$ cat src/rtl/smb_pkg.sv
package smb_pkg;

  typedef enum logic [2:0] {
    ST_IDLE,   // waiting for a start
    ST_ADDR,   // shifting in address and direction
    ST_AACK,   // acknowledging the address
    ST_WDAT,   // shifting in a written byte
    ST_WACK,   // acknowledging a written byte
    ST_RDAT,   // shifting out a read byte
    ST_RACK,   // sampling the master's acknowledge
    ST_IGN     // off the bus until start or stop
  } smb_state_e;

  localparam logic [5:0] ID_PAGE = 6'b111101;  // 0xF4..0xF7

  function automatic logic [7:0] id_value(input logic [1:0] idx);
    case (idx)
      2'd0:    return 8'h41;
      2'd1:    return 8'h02;
      default: return 8'h00;
    endcase
  endfunction

endpackage

$ cat src/rtl/smb_sync.sv
module smb_sync #(
  parameter int   STAGES  = 2,
  parameter logic RST_VAL = 1'b1
) (
  input  logic clk,
  input  logic rst_ni,
  input  logic din,
  output logic level,
  output logic rise,
  output logic fall
);

  logic [STAGES-1:0] ff_q;
  logic              prev_q;

  always_ff @(posedge clk or negedge rst_ni) begin
    if (!rst_ni) begin
      ff_q   <= {STAGES{RST_VAL}};
      prev_q <= RST_VAL;
    end else begin
      ff_q   <= {ff_q[STAGES-2:0], din};
      prev_q <= ff_q[STAGES-1];
    end
  end

  assign level = ff_q[STAGES-1];
  assign rise  = level & ~prev_q;
  assign fall  = ~level & prev_q;

endmodule

$ cat src/rtl/smb_regfile.sv
module smb_regfile #(
  parameter int NUM_REGS = 8,
  parameter int AW       = 8,
  parameter int DW       = 8
) (
  input  logic          clk,
  input  logic          rst_ni,
  input  logic          we,
  input  logic [AW-1:0] waddr,
  input  logic [DW-1:0] wdata,
  input  logic [AW-1:0] raddr,
  output logic [DW-1:0] rdata
);
  import smb_pkg::*;

  localparam int IW = (NUM_REGS > 1) ? $clog2(NUM_REGS) : 1;
  localparam logic [AW-1:0] LIMIT = AW'(NUM_REGS);

  logic [DW-1:0] regs [NUM_REGS];

  for (genvar i = 0; i < NUM_REGS; i++) begin : g_reg
    logic hit;
    assign hit = we && (waddr == AW'(i));
    always_ff @(posedge clk or negedge rst_ni) begin
      if (!rst_ni)  regs[i] <= '0;
      else if (hit) regs[i] <= wdata;
    end
  end

  always_comb begin
    if (raddr < LIMIT)                rdata = regs[raddr[IW-1:0]];
    else if (raddr[7:2] == ID_PAGE)   rdata = DW'(id_value(raddr[1:0]));
    else                              rdata = '0;
  end

  // a write at or above NUM_REGS must leave every stored register unchanged
  for (genvar j = 0; j < NUM_REGS; j++) begin : g_chk
    a_r8_ro_discard: assert property (@(posedge clk) disable iff (!rst_ni)
      (we && waddr >= LIMIT) |=> $stable(regs[j]));
  end

endmodule

$ cat src/rtl/smb_target.sv
module smb_target #(
  parameter logic [6:0] DEV_ADDR    = 7'h34,
  parameter int         NUM_REGS    = 8,
  parameter int         SYNC_STAGES = 2
) (
  input  logic clk,
  input  logic rst_n,
  input  logic scl_i,
  input  logic sda_i,
  output logic sda_oe
);
  import smb_pkg::*;

  localparam int AW = 8;
  localparam int CW = 4;
  localparam logic [CW-1:0] FULL = CW'(8);

  // reset: asserted asynchronously, released on the clock
  logic [1:0] rsync_q;
  logic       rst_ni;
  always_ff @(posedge clk or negedge rst_n) begin
    if (!rst_n) rsync_q <= 2'b00;
    else        rsync_q <= {rsync_q[0], 1'b1};
  end
  assign rst_ni = rsync_q[1];

  logic scl_lvl, scl_rise, scl_fall;
  logic sda_lvl, sda_rise, sda_fall;

  smb_sync #(.STAGES(SYNC_STAGES), .RST_VAL(1'b1)) i_scl_sync (
    .clk(clk), .rst_ni(rst_ni), .din(scl_i),
    .level(scl_lvl), .rise(scl_rise), .fall(scl_fall));

  smb_sync #(.STAGES(SYNC_STAGES), .RST_VAL(1'b1)) i_sda_sync (
    .clk(clk), .rst_ni(rst_ni), .din(sda_i),
    .level(sda_lvl), .rise(sda_rise), .fall(sda_fall));

  logic start_ev, stop_ev;
  assign start_ev = scl_lvl & sda_fall;
  assign stop_ev  = scl_lvl & sda_rise;

  smb_state_e    state_q, state_d;
  logic [CW-1:0] cnt_q, cnt_d;
  logic [7:0]    rx_q, rx_d, tx_q, tx_d;
  logic [AW-1:0] ptr_q, ptr_d;
  logic          first_q, first_d, rw_q, rw_d, mack_q, mack_d, oe_q, oe_d;
  logic          we;
  logic [7:0]    rd_data;

  smb_regfile #(.NUM_REGS(NUM_REGS), .AW(AW), .DW(8)) i_regs (
    .clk(clk), .rst_ni(rst_ni), .we(we), .waddr(ptr_q), .wdata(rx_q),
    .raddr(ptr_q), .rdata(rd_data));

  // next-state logic
  always_comb begin
    state_d = state_q;
    cnt_d   = cnt_q;
    rx_d    = rx_q;
    tx_d    = tx_q;
    ptr_d   = ptr_q;
    first_d = first_q;
    rw_d    = rw_q;
    mack_d  = mack_q;
    oe_d    = oe_q;
    we      = 1'b0;
    if (start_ev) begin
      state_d = ST_ADDR;
      cnt_d   = '0;
      oe_d    = 1'b0;
    end else if (stop_ev) begin
      state_d = ST_IDLE;
      oe_d    = 1'b0;
    end else if (scl_rise) begin
      case (state_q)
        ST_ADDR, ST_WDAT: begin
          rx_d  = {rx_q[6:0], sda_lvl};
          cnt_d = cnt_q + 1'b1;
        end
        ST_RDAT: cnt_d  = cnt_q + 1'b1;
        ST_RACK: mack_d = ~sda_lvl;
        default: ;
      endcase
    end else if (scl_fall) begin
      case (state_q)
        ST_ADDR: if (cnt_q == FULL) begin
          if (rx_q[7:1] == DEV_ADDR) begin
            state_d = ST_AACK;
            oe_d    = 1'b1;
            rw_d    = rx_q[0];
            first_d = 1'b1;
          end else begin
            state_d = ST_IGN;
          end
        end
        ST_AACK: begin
          cnt_d = '0;
          if (rw_q) begin
            state_d = ST_RDAT;
            tx_d    = rd_data;
            oe_d    = ~rd_data[7];
          end else begin
            state_d = ST_WDAT;
            oe_d    = 1'b0;
          end
        end
        ST_WDAT: if (cnt_q == FULL) begin
          state_d = ST_WACK;
          oe_d    = 1'b1;
          if (first_q) begin
            ptr_d   = rx_q;
            first_d = 1'b0;
          end else begin
            we    = 1'b1;
            ptr_d = ptr_q + 1'b1;
          end
        end
        ST_WACK: begin
          state_d = ST_WDAT;
          cnt_d   = '0;
          oe_d    = 1'b0;
        end
        ST_RDAT: begin
          if (cnt_q == FULL) begin
            state_d = ST_RACK;
            oe_d    = 1'b0;
            ptr_d   = ptr_q + 1'b1;
          end else begin
            oe_d = ~tx_q[3'd7 - cnt_q[2:0]];
          end
        end
        ST_RACK: begin
          if (mack_q) begin
            state_d = ST_RDAT;
            cnt_d   = '0;
            tx_d    = rd_data;
            oe_d    = ~rd_data[7];
          end else begin
            state_d = ST_IGN;
          end
        end
        default: ;
      endcase
    end
  end

  // registers
  always_ff @(posedge clk or negedge rst_ni) begin
    if (!rst_ni) begin
      state_q <= ST_IDLE;
      cnt_q   <= '0;
      rx_q    <= '0;
      tx_q    <= '0;
      ptr_q   <= '0;
      first_q <= 1'b0;
      rw_q    <= 1'b0;
      mack_q  <= 1'b0;
      oe_q    <= 1'b0;
    end else begin
      state_q <= state_d;
      cnt_q   <= cnt_d;
      rx_q    <= rx_d;
      tx_q    <= tx_d;
      ptr_q   <= ptr_d;
      first_q <= first_d;
      rw_q    <= rw_d;
      mack_q  <= mack_d;
      oe_q    <= oe_d;
    end
  end

  assign sda_oe = oe_q;

  a_r2_stop_release: assert property (@(posedge clk) disable iff (!rst_ni)
    stop_ev |=> !sda_oe);

  a_r10_start_restart: assert property (@(posedge clk) disable iff (!rst_ni)
    start_ev |=> (state_q == ST_ADDR && cnt_q == '0 && !sda_oe));

  a_r4_ignore_quiet: assert property (@(posedge clk) disable iff (!rst_ni)
    (state_q == ST_IGN || state_q == ST_IDLE) |-> !sda_oe);

  a_r11_oe_steady_high: assert property (@(posedge clk) disable iff (!rst_ni)
    (scl_lvl && $past(scl_lvl) && !$past(start_ev) && !$past(stop_ev)) |-> $stable(sda_oe));

endmodule

$ cat config.mk
export PLATFORM = sky130hd
export DESIGN_NAME = smb_target
export DESIGN_NICKNAME = d
export VERILOG_FILES = /design/src/rtl/smb_pkg.sv /design/src/rtl/smb_sync.sv /design/src/rtl/smb_regfile.sv /design/src/rtl/smb_target.sv
export SDC_FILE = /design/constraint.sdc
export NUM_CORES = 1
export LEC_CHECK = 0
export ABC_CLOCK_PERIOD_IN_PS = 3300
export BUFFER_PORTS_ARGS = -buffer_cell sky130_fd_sc_hd__buf_4
export CAP_MARGIN = 5
export CELL_PAD_IN_SITES_DETAIL_PLACEMENT = 2
export CELL_PAD_IN_SITES_GLOBAL_PLACEMENT = 2
export CORE_MARGIN = 2
export CORE_UTILIZATION = 25
export DETAILED_ROUTE_END_ITERATION = 16
export PLACE_DENSITY_LB_ADDON = 0.3
export SLEW_MARGIN = 20
export SYNTH_ARGS = -nofsm -noshare
export SYNTH_HDL_FRONTEND = slang
export SYNTH_HIERARCHICAL = 1
export SYNTH_SLANG_ARGS = --single-unit
export TNS_END_PERCENT = 10
$ cat constraint.sdc
create_clock -name clk -period 3.3 [get_ports clk]
set_clock_uncertainty 0.05 [all_clocks]
set_input_delay 0.165 -clock clk [delete_from_list [all_inputs] [get_ports clk]]
set_output_delay 0.165 -clock clk [all_outputs]
set_load 0.02 [all_outputs]
* Word-level counts from Yosys, hierarchy flattened
Index checks and enable logic that the tools add are counted. Widths: inputs -> output; s select.
Storage, ports and cells: bits in registers 107, input port bits 4, logic and storage cells 158
Operators by class: eq/ne operators 32, muxes and demuxes 53, $add $sub $neg 3, order comparisons 3, bitwise operators 16, reduce and logical (&&, ||, !) cells 29
Operators by type and width (count):
- $mux 8 | 8
- $eq 8x3->1 const B | 4
- $pmux 8 s2 | 2
- $reduce_and 7->1 | 4
- $mux 3 | 9
- $bmux 8 s3 | 1
- $mux 4 | 6
- $ne 4x4->1 const B | 5
- $mux 1 | 19
- $pmux 3 s6 | 1
- $eq 8x2->1 const B | 2
- $ne 2x2->1 const B | 7
- $pmux 7 s2 | 1
- $eq 3x3->1 const B | 3
- $not 1->1 | 9
- $add 8x1->8 const B | 1
- $eq 8x1->1 const B | 1
- $logic_and 1x1->1 | 8
- $logic_not 8->1 | 1
- $lt 8x4->1 const B | 1
- $pmux 4 s2 | 1
- $reduce_and 4->1 | 2
- $reduce_and 8->1 | 1
- $reduce_bool 8->1 | 1
- 27 further kinds | 38

* Depth between registers and ports, before layout
depth in word-level cells 12, mapped depth 9, gate-level depth less buffers 9

* By module
The synthesis kept the hierarchy.
By module, submodules not included:
- smb_regfile | instances 1, sequential area each 1601.5 sq um, area each 3074.2 sq um, cells each 189
- smb_target | instances 1, sequential area each 925.9 sq um, area each 2042.0 sq um, cells each 189
- smb_sync | instances 2, sequential area each 78.8 sq um, area each 93.8 sq um, cells each 5

* Worst setup path after synthesis
Ideal clock, no wire load.
path kind reg2reg, from reg i_sda_sync.ff_q[1], to reg i_regs/regs[56] (netlist bit), path slack 0.377 ns, required time 3.125 ns, stages on the path, launching flop included 9, buffers on the path 0, setup time 0.125 ns, arrival 2.748 ns, period minus slack after synthesis 2.923 ns, cell sequence dfstp_2 > and2b_2 > o21a_1 > nor4_1 > nand2_1 > nor2_1 > nor3b_1 > nor4b_4 > mux2_2
Between the ends: word-level cells in the longest chain between the ends 5, elaborated cells between the ends (all ways) 8, those cells by class mux: 2; bitwise: 5; reduce/logical: 1
RTL lines:
- from (decl) | line smb_sync.sv:13 | logic [STAGES-1:0] ff_q;
- from (signal assigned) | line smb_sync.sv:18 | ff_q <= {STAGES{RST_VAL}};
- from (signal assigned) | line smb_sync.sv:21 | ff_q <= {ff_q[STAGES-2:0], din};
- $not 1->1 | line smb_sync.sv:28 | assign fall = ~level & prev_q;
- $and 1x1->1 | line smb_sync.sv:28
- named net sda_fall | line smb_target.sv:28 | logic sda_lvl, sda_rise, sda_fall;
- $and 1x1->1 | line smb_target.sv:39 | assign start_ev = scl_lvl & sda_fall;
- $mux 1 | line smb_target.sv:66 | if (start_ev) begin
- named net we | line smb_target.sv:47 | logic we;
- $logic_and 1x1->1 | line smb_regfile.sv:23 | assign hit = we && (waddr == AW'(i));
- to (signal, indexed assignment) | line smb_regfile.sv:26 | else if (hit) regs[i] <= wdata;
- to (decl) | line smb_regfile.sv:19 | logic [DW-1:0] regs [NUM_REGS];
The timed path passes the listed nets, and every way through them passes these cells. A chain may end at the register's enable or synchronous reset.

* Worst setup path in the final report
from reg i_sda_sync.ff_q[1], to reg i_regs/regs[61] (netlist bit)
Same word-level chain as after synthesis.

==> flow_metrics.py <==
metrics = {
    "run_status": {
        "outcome": "complete, no violations",
    },
    "finish": {
        "final_cell_mix": "dfrtp_1 (100), mux2_2 (82), buf_4 (19), mux4_2 (18), mux2i_1 (16)",
        "share_of_post_route_cells_with_drive_strength_above_1": 0.389,
        "area_growth_syn_to_layout_pct": 15.0,
        "most_common_library_cell_in_the_layout_ignoring_fill_and_taps": "dfrtp_1",
        "instances_no_fill": 686,
        "nFillCells": 2207,
        "nets": 413,
        "antenna-diode-count": 0,
    },
    "synthesis": {
        "synth_flop_cell": "dfrtp_1",
        "flip_flop_and_latch_count_after_synthesis": 107,
        "edff_count_synth": 0,
        "yosys.area.top_type_share": 0.477,
        "synthDistinctLibCells": 58,
        "syn_avg_cell_area_um2": 13.7,
        "synthCells": 388,
        "synth.area.top_cells": "dfrtp_1 (48%), mux2_2 (17%), mux4_2 (7.6%)",
        "fraction_of_the_yosys_area_taken_by_sequential_cells": 0.506,
        "ys_warnings": 6,
        "syn_nets": 395,
        "synth.largest_area_cell": "dfrtp_1",
        "syn_area_um2": 5300,
        "ys_async_sr_fraction": 1.00,
    },
    "power": {
        "cellLeakagePower_nw": 2.72,
        "power_per_cell_area_nw_per_um2": 469,
        "worst_ir_drop_vdd_uv": 230,
        "pwr-share-clk": 0.378,
        "combinationalPowerShare": 0.067,
        "p_int_mw": 2.02,
        "sequentialPowerShare": 0.555,
        "p_sw_frac": 0.293,
        "p_switching_mw": 0.837,
    },
    "grt": {
        "antenna_found_initial": 0,
        "pin_count_of_the_biggest_net_entering_global_routing": 82,
        "number_of_global_route_vias_before_repair": 3701,
        "global_route_wire_length_before_repair_um": 22200,
        "globalRouteOverflowTotal": 0,
        "grt_util_all_layers": 0.133,
    },
    "timing": {
        "max_freq_mhz": 319,
        "hold_ws_ns": 0.0578,
        "slew_headroom": 0.565,
        "period_share": 0.949,
        "worst-slew-pin-transition_ns": 0.645,
        "layout_min_cycle_time_ns": 3.13,
        "hold_viol_final": 0,
        "max_slew_vio_count": 0,
        "setup_violations": 0,
    },
    "worst_setup_path": {
        "worstPathArrival_ns": 3.33,
        "critical_path.max_fanout": 8,
        "setup.worst_path.start": "i_sda_sync/ff_q[1]",
        "crit_path_end_kind": "flip-flop",
        "worst_setup_path_start_kind": "flip-flop",
        "wp_data_required_ns": 3.50,
        "worst_r2r_startpoint": "i_sda_sync/ff_q[1]",
        "path_class": "reg2reg",
    },
    "floorplan": {
        "design.die.area_um2": 22400,
        "rows": 53,
        "design.portCount": 5,
        "die_y_um": 150,
        "initial_core_util": 0.254,
        "floorplan.die.width_um": 150,
        "core_um2": 20900,
    },
    "job": {
        "max_cap_violations": 0,
    },
    "clocking": {
        "cts.path.max_buffers": 2,
        "cts_setup_buffers": 0,
        "cts_max_level": 3,
        "cts_buffers": 9,
        "ctsRootBufferMaster": "clkbuf_16",
        "cts.sink_count": 107,
        "worst_skew_pair.late_latency_ns": 0.36,
        "cts.reportedPaths.clkPinSlew_ns": 0.08,
        "cts_tree": "done",
    },
    "detailed_routing": {
        "detail_route.first_pass.iterations": 5,
        "vias": 3336,
        "wl_per_cell_um": 20.1,
        "drtIter0Drc": 95,
        "vias_per_cell": 4.86,
        "drt-total-wl_um": 13800,
        "remaining_drc_errors": 0,
        "drtAntennaViolNets": 0,
    },
    "worst_hold_path": {
        "worst_min_path_class": "in2async",
    },
    "place": {
        "placedCellCount": 666,
        "gp_routability_congestion": 0.783,
        "dp_hpwl_um": 9310,
        "portBuffers": 4,
    },
}
-- routing by layer --
| metal | up-vias | track usage | wire [um] |
|---|---|---|---|
| met5 | - | 0 | 0 |
| met4 | 0 | 0.0283 | 113 |
| met3 | 8 | 0.0320 | 314 |
| met2 | 25 | 0.225 | 6870 |
| met1 | 1800 | 0.173 | 6500 |
| li1 | 1503 | - | - |
-- sequential cells by signal, indices dropped and copies added, names as in the netlist --
register,flops
i_scl_sync/ff_q,2
i_regs/regs,64
i_sda_sync/prev_q,1
tx_q,8
sda_oe,1
state_q,3
first_q,1
cnt_q,4
ptr_q,8
i_sda_sync/ff_q,2
rw_q,1
i_scl_sync/prev_q,1
rx_q,8
rsync_q,2
mack_q,1
-- synthesized netlist by cell type, types with 6 or more instances --
master	number
buf_2	6
dfrtp_1	101
mux4_2	18
a21oi_1	11
nand2_1	14
o21ai_0	10
clkbuf_1	8
inv_1	8
nor2_1	13
mux2i_1	16
nand3_1	6
mux2_2	82
dfstp_2	6
-- worst paths after layout --
path | end | slack [ns] | cells past startpoint
max in group asynchronous | i_regs/regs[23] | 2.04 | 2
setup reg to reg | i_regs/regs[61] | 0.17 | 10
min in group clk | rsync_q[1] | 0.31 | 0
hold reg to reg | i_regs/regs[38] | 0.26 | 0
setup / recovery | i_regs/regs[61] | 0.17 | 10
hold / removal | rsync_q[1] | 0.06 | 2
-- area by class of cell --
cell class	count	area (um^2)	area share
multi-input cells	257	2540	0.417
clock inverters	6	58.8	0.00964
flip-flops and latches	107	2690	0.441
well taps	275	344	0.0564
clock buffers	10	239	0.0392
inverters	8	30.0	0.00493
repair buffers	23	193	0.0316
-- cells by family (layout without fill, tap and decap cells) --
| family | count (synthesis) | after routing | share of synthesized area |
|---|---|---|---|
| other | 1 | 1 | 0.000707 |
| multiplexers | 116 | 116 | 0.281 |
| AO/OA/AOI/OAI | 49 | 49 | 0.0675 |
| flip-flops | 107 | 107 | 0.506 |
| XOR/XNOR | 2 | 2 | 0.00330 |
| adder cells (fa/ha/maj) | 3 | 3 | 0.00708 |
| AND/OR/NAND/NOR | 86 | 86 | 0.115 |
| buffers and inverters | 24 | 47 | 0.0191 |
-- what timing repair did --
action | 4_1_cts | 5_1_grt
resized for setup | 0 | 4
hold buffers | 3 | 0
endpoints found under the setup margin | 0 | 16
endpoints found under the hold margin | 4 | 0
-- metrics by stage --
stage | setup WS, ns | area (um^2) | total power [mW] | utilization | setup TNS, ns
floorplan | 0.0591 | 5300 | 1.65 | - | 0
global placement | 0.210 | 5720 | 1.79 | 0.274 | 0
detailed placement | 0.164 | 5720 | 1.81 | 0.274 | 0
CTS | 0.137 | 6050 | 2.91 | 0.290 | 0
global route | -0.0113 | 6100 | 3.01 | 0.292 | -0.0321
finish | 0.169 | 6100 | 2.86 | 0.292 | 0
-- worst max-delay path: stages, from the launching register on --
cell     delay [ns]
dfstp_2        0.56
and2b_2        0.23
o21a_1         0.25
nor4_2         0.29
buf_4          0.17
nand2_1        0.07
nor2_1         0.26
nor3b_4        0.32
nor4b_4        0.26
buf_4          0.22
mux2_2         0.35
-- power by group through the flow --
| stage | Combinational [mW] | Clock (mW) | Sequential [mW] |
|---|---|---|---|
| after floorplan | 0.132 | 0 | 1.52 |
| after global placement | 0.169 | 0 | 1.62 |
| after detailed placement | 0.176 | 0 | 1.63 |
| after CTS | 0.180 | 1.13 | 1.61 |
| after global routing | 0.211 | 1.18 | 1.62 |
| final | 0.191 | 1.08 | 1.59 |
No activity file was read; power rests on OpenSTA's default activity.
